<file path="src/rtl/addr_range_trace_filter.sv">
module addr_range_trace_filter #(
  parameter int NPAIRS = 4,
  parameter int AW = 32,
  parameter int RAW = 12
) (
  input  logic           clk,
  input  logic           rst_n,
  input  logic           reg_wr,
  input  logic [RAW-1:0] reg_addr,
  input  logic [31:0]    reg_wdata,
  output logic [31:0]    reg_rdata,
  input  logic           acc_valid,
  input  logic [AW-1:0]  acc_addr,
  input  logic [2:0]     acc_kind,
  output logic           trace_en
);
  localparam int NCMP = 2 * NPAIRS;
  localparam logic [RAW-1:0] CTRL_A = RAW'(12'h000);
  localparam logic [RAW-1:0] CFG_A  = RAW'(12'h004);
  localparam logic [RAW-1:0] TEN_A  = RAW'(12'h024);
  localparam logic [RAW-1:0] VAL_A  = RAW'(12'h040);
  localparam logic [RAW-1:0] TYP_A  = RAW'(12'h080);

  logic              prog_req, ack_d1, prog_ack, excl;
  logic [3:0]        psz;
  logic [NPAIRS-1:0] sel, rhit;
  logic [AW-1:0]     cval [NCMP];
  logic [2:0]        ctyp [NCMP];
  logic [NCMP-1:0]   kok;

  wire busy   = prog_req | prog_ack;
  wire cfg_wr = reg_wr & prog_ack;

  function automatic logic kind_ok(input logic [2:0] t, input logic [2:0] k);
    return (t == k)
        || (t == 3'd1 && (k == 3'd2 || k == 3'd3))
        || (t == 3'd4 && (k == 3'd5 || k == 3'd6));
  endfunction

  always_ff @(posedge clk) begin
    if (!rst_n) begin
      prog_req <= 1'b0;
      ack_d1   <= 1'b0;
      prog_ack <= 1'b0;
      psz      <= '0;
      sel      <= '0;
      excl     <= 1'b0;
    end else begin
      ack_d1   <= prog_req;
      prog_ack <= ack_d1;
      if (reg_wr && reg_addr == CTRL_A) begin
        prog_req <= reg_wdata[10];
        psz      <= {reg_wdata[21], reg_wdata[6:4]};
      end
      if (cfg_wr && reg_addr == TEN_A) begin
        sel  <= reg_wdata[NPAIRS-1:0];
        excl <= reg_wdata[24];
      end
    end
  end

  always_ff @(posedge clk) begin
    for (int c = 0; c < NCMP; c++) begin
      if (!rst_n) begin
        cval[c] <= '0;
        ctyp[c] <= '0;
      end else begin
        if (cfg_wr && reg_addr == VAL_A + RAW'(4 * c)) cval[c] <= reg_wdata[AW-1:0];
        if (cfg_wr && reg_addr == TYP_A + RAW'(4 * c)) ctyp[c] <= reg_wdata[2:0];
      end
    end
  end

  for (genvar c = 0; c < NCMP; c++) begin : g_cmp
    assign kok[c] = kind_ok(ctyp[c], acc_kind);
  end

  for (genvar p = 0; p < NPAIRS; p++) begin : g_rng
    assign rhit[p] = (acc_addr >= cval[2*p]) && (acc_addr <= cval[2*p+1])
                  && kok[2*p] && kok[2*p+1];
  end

  always_ff @(posedge clk) begin
    if (!rst_n) trace_en <= 1'b0;
    else        trace_en <= acc_valid && !busy && ((|(rhit & sel)) ^ excl);
  end

  always_comb begin
    reg_rdata = '0;
    if (reg_addr == CTRL_A) begin
      reg_rdata[21]  = psz[3];
      reg_rdata[10]  = prog_ack;
      reg_rdata[6:4] = psz[2:0];
    end
    if (reg_addr == CFG_A) reg_rdata[3:0] = 4'(NPAIRS);
    if (reg_addr == TEN_A) begin
      reg_rdata[NPAIRS-1:0] = sel;
      reg_rdata[24]         = excl;
    end
    for (int c = 0; c < NCMP; c++) begin
      if (reg_addr == VAL_A + RAW'(4 * c)) reg_rdata[AW-1:0] = cval[c];
      if (reg_addr == TYP_A + RAW'(4 * c)) reg_rdata[2:0]    = ctyp[c];
    end
  end
endmodule


</file>
<file path="config.mk">
export PLATFORM = sky130hd
export DESIGN_NAME = addr_range_trace_filter
export DESIGN_NICKNAME = d
export VERILOG_FILES = /design/src/rtl/addr_range_trace_filter.sv
export SDC_FILE = /design/constraint.sdc
export NUM_CORES = 1
export LEC_CHECK = 0
export BUFFER_PORTS_ARGS = -buffer_cell sky130_fd_sc_hd__buf_2
export CORE_UTILIZATION = 35
export DETAILED_ROUTE_END_ITERATION = 8
export SKIP_CTS_REPAIR_TIMING = 1
export SLEW_MARGIN = 25
export SYNTH_ARGS = -nofsm -noshare
export SYNTH_HDL_FRONTEND = slang
export SYNTH_SLANG_ARGS = --single-unit
export TNS_END_PERCENT = 20
</file>
<file path="constraint.sdc">
create_clock -name clk -period 13.6 [get_ports clk]
set_input_delay 0.68 -clock clk [delete_from_list [all_inputs] [get_ports clk]]
set_output_delay 0.68 -clock clk [all_outputs]
set_load 0.05 [all_outputs]
</file>
==> results.py <==
metrics = {
    "clocking": {
        "clkLatencyLatePin_ns": 0.57,
        "clock_tree_root": "clkbuf_16",
        "cts-buffers-inserted": 36,
        "clkTransAtPathRegs_ns": 0.06,
        "cts_num_sinks": 293,
        "htreeDepth": 2,
        "tritoncts": "built",
        "cts_max_path_bufs": 3,
    },
    "cells_and_area": {
        "area_delta_synth_final_pct": 13.8,
        "share_of_post_route_cells_with_drive_strength_above_1_pct": 11.2,
        "multi_input_area_um2": 10000,
        "layout.cell_area.non_filler_um2": 22600,
        "nFillCells": 5437,
        "layout.area.seq_um2": 8670,
        "antenna_cells": 0,
        "final_net_count": 2413,
    },
    "synth": {
        "synth-edff-count": 280,
        "synth_ff_type": "edfxtp_1",
        "sequential_to_total_area_share_from_yosys_stat_pct": 43.6,
        "ys_seq_elements": 293,
        "synth_cell_type_count": 75,
        "synthesis.area_um2": 19900,
        "nets_in_the_synthesized_netlist": 2317,
        "synth_area_per_cell_um2": 10.0,
        "synth_warnings": 0,
        "async_flop_share_pct": 0,
        "synthCells": 1978,
    },
    "drt": {
        "antenna_violating_nets_post_route": 0,
        "drt_pass1_iterations": 6,
        "route.detailed.wl_per_inst_um": 24.1,
        "drt_iter0_drc": 1855,
        "routed_wl_um": 68800,
        "drc_errors": 0,
        "detail_route.vias_per_cell": 5.74,
        "detailroute.via_count": 16400,
    },
    "sta": {
        "rsz0062_at_grt": "false",
        "worst_pin_slew_ns": 1.03,
        "fin_setup_tns_ns": 0,
        "hold_viol": 0,
        "fmax_mhz": 209,
        "min_period_ns": 4.78,
        "timing.slew.headroom_pct": 31.1,
        "post-route-period-util_pct": 35.2,
        "setup-violations-final": 0,
        "drv_slew": 0,
        "finClkSkew_ns": 0.0218,
    },
    "placement": {
        "placement.io_buffers": 115,
        "detailedPlacementHpwl_um": 48900,
        "placed_cell_area_um2": 21400,
        "routability_congestion_estimate": 0.891,
    },
    "critical_path": {
        "end_kind": "primary output",
        "worstReg2RegEnd": "trace_en$_SDFF_PN0_",
        "crit_path_start_kind": "input pin",
        "crit-reg2reg-launch": "cval[1][127]$_SDFFCE_PN0P_",
        "criticalPathCategory": "in -> out",
        "timing.critical_path.to": "reg_rdata[15]",
        "critPathMaxFanout": 38,
        "worst-endpoint-arrival_ns": 4.10,
        "worst_r2r_path_depth": 9,
        "worstSetupStartpoint": "reg_addr[2]",
        "cp_data_required_time_ns": 12.92,
        "r2r_slack_ns": 9.75,
    },
    "floorplanning": {
        "core_area_um2": 55600,
        "floorplan.die.height_um": 240,
        "std_cell_rows": 86,
        "floorplan_die_area_um2": 57700,
        "die-width_um": 240,
        "pin_count": 116,
        "initial_utilization_pct": 35.7,
    },
    "global_routing": {
        "grt_max_degree": 91,
        "overall_track_demand_over_capacity_in_global_routing_pct": 23.9,
        "grt_antenna_before_repair": 1,
        "global_route.overflow_total": 0,
        "first_global_vias": 16500,
        "wire_length_of_the_first_global_routing_pass_um": 102000,
    },
    "worst_hold_path": {
        "worstHoldPathCells": 1,
        "min_path_type": "reg -> reg",
        "hold_start": "ack_d1$_SDFF_PN0_",
    },
    "power_and_ir_drop": {
        "pwr_density_cell_nw_per_um2": 102,
        "p_leak_nw": 9.90,
        "vdd_drop_max_v": 0.0000735,
    },
    "outcome": {
        "outcome": "completed",
    },
    "job": {
        "drv_cap": 0,
    },
}
-- worst max-delay path, cell delays in order --
cell      delay, ns
buf_2          0.10
buf_4          0.30
nor4_1         0.50
nand2_1        0.35
nor2_4         0.69
buf_4          0.49
a222oi_1       0.16
o211ai_1       0.13
o21ai_0        0.17
o221ai_1       0.15
buf_2          0.33
-- layout make-up --
cell class	count	share of cell area, %
sequential	293	38.4
timing repair buffer	141	3.41
tap	748	4.14
inverter	263	4.37
clock inverter	14	0.692
multi-input combinational	1339	44.3
clock buffer	52	4.75
-- worst min path at each step --
stage / slack [ns] / to
2_1_floorplan: 0.41 / prog_ack$_SDFF_PN0_
3_3_place_gp: 0.41 / prog_ack$_SDFF_PN0_
3_5_place_dp: 0.42 / prog_ack$_SDFF_PN0_
4_1_cts: 0.42 / prog_ack$_SDFF_PN0_
5_1_grt: 0.45 / prog_ack$_SDFF_PN0_
6_report: 0.42 / prog_ack$_SDFF_PN0_
-- cell usage after synthesis (4+ instances only) --
| cell type | instances | area share, % |
|---|---|---|
| o211a_1 | 5 | 0.25 |
| o221ai_1 | 15 | 0.66 |
| nor2_1 | 68 | 1.3 |
| a21o_1 | 17 | 0.64 |
| ha_1 | 256 | 16 |
| nor2_2 | 4 | 0.13 |
| a22oi_1 | 40 | 1.5 |
| a21boi_0 | 9 | 0.34 |
| a21oi_1 | 101 | 2.5 |
| nand2b_1 | 8 | 0.25 |
| nand3_1 | 52 | 1.3 |
| nor2b_1 | 23 | 0.72 |
| a31oi_1 | 10 | 0.31 |
| buf_2 | 16 | 0.40 |
| and4_1 | 6 | 0.26 |
| and3_1 | 169 | 5.3 |
| nor3_1 | 8 | 0.20 |
| xor2_1 | 6 | 0.26 |
| nand2_1 | 100 | 1.9 |
| and2_1 | 101 | 3.2 |
| a41oi_1 | 4 | 0.18 |
| o22ai_1 | 9 | 0.28 |
| o21ai_0 | 110 | 2.8 |
| o211ai_1 | 15 | 0.57 |
| a2111oi_0 | 7 | 0.31 |
| dfxtp_1 | 13 | 1.3 |
| o31ai_1 | 6 | 0.23 |
| nand4_1 | 44 | 1.4 |
| a211oi_1 | 19 | 0.72 |
| o21a_1 | 8 | 0.30 |
| edfxtp_1 | 280 | 42 |
| inv_1 | 263 | 5.0 |
| clkbuf_1 | 58 | 1.1 |
| a221oi_1 | 14 | 0.62 |
| a222oi_1 | 21 | 1.1 |
| mux2i_1 | 24 | 1.2 |
| nor4_1 | 11 | 0.35 |
-- registers in the layout (all words and copies together), names as in the netlist --
signal    cells
ack_d1        1
excl          1
trace_en      1
psz           4
sel           4
prog_req      1
ctyp         24
prog_ack      1
cval        256
-- cell usage in the layout (no fill, tap or decap), types with 10 or more instances in the layout --
cell type  count
buf_4         26
and2_1       101
inv_1        263
a222oi_1      21
o211ai_1      15
o221ai_1      15
clkbuf_16     38
nand4_1       44
o21ai_0      104
nor2_1        65
ha_1         256
mux2i_1       24
nand3_1       51
edfxtp_1     280
a31oi_1       10
a211oi_1      19
dfxtp_1       13
buf_2        115
a21oi_1      101
a22oi_1       40
a21o_1        17
a221oi_1      14
nor4_1        10
nor2b_1       21
nand2_1      100
and3_1       168
-- layer usage --
metal	up-vias	GRT usage, %	routed length (um)
met3	147	4.21	5850
met4	2	10.0	2700
li1	7506	-	-
met1	7956	31.3	28600
met2	759	38.9	31600
met5	-	0	9
-- metrics by stage --
step	utilization [%]	hold slack [ns]	instances	setup slack, ns	power [W]
4_1_cts	40.6	0.421	2850	8.89	0.00231
3_5_place_dp	38.4	0.421	2784	8.91	0.00130
2_1_floorplan	-	0.412	1978	8.86	0.00119
3_3_place_gp	38.4	0.415	2784	8.92	0.00129
6_report	40.6	0.421	2850	8.82	0.00230
5_1_grt	40.6	0.452	2850	8.59	0.00237
-- power by group --
part	total [W]	switching [W]	internal, W
clock network	0.00101	0.000407	0.000607
registers	0.00104	0.0000204	0.00102
logic	0.000252	0.000165	0.0000869
-- cell families after synthesis --
group / after synthesis / synth area share, %
and+or+nand+nor: 621 / 17.7
AOI/OAI and AO/OA: 431 / 14.3
buffers and inverters: 346 / 6.75
DFF: 293 / 43.6
adders and majority gates: 256 / 16.1
muxes: 24 / 1.21
xor gates and xnor gates: 7 / 0.309
(Power assumes the default switching activity.)
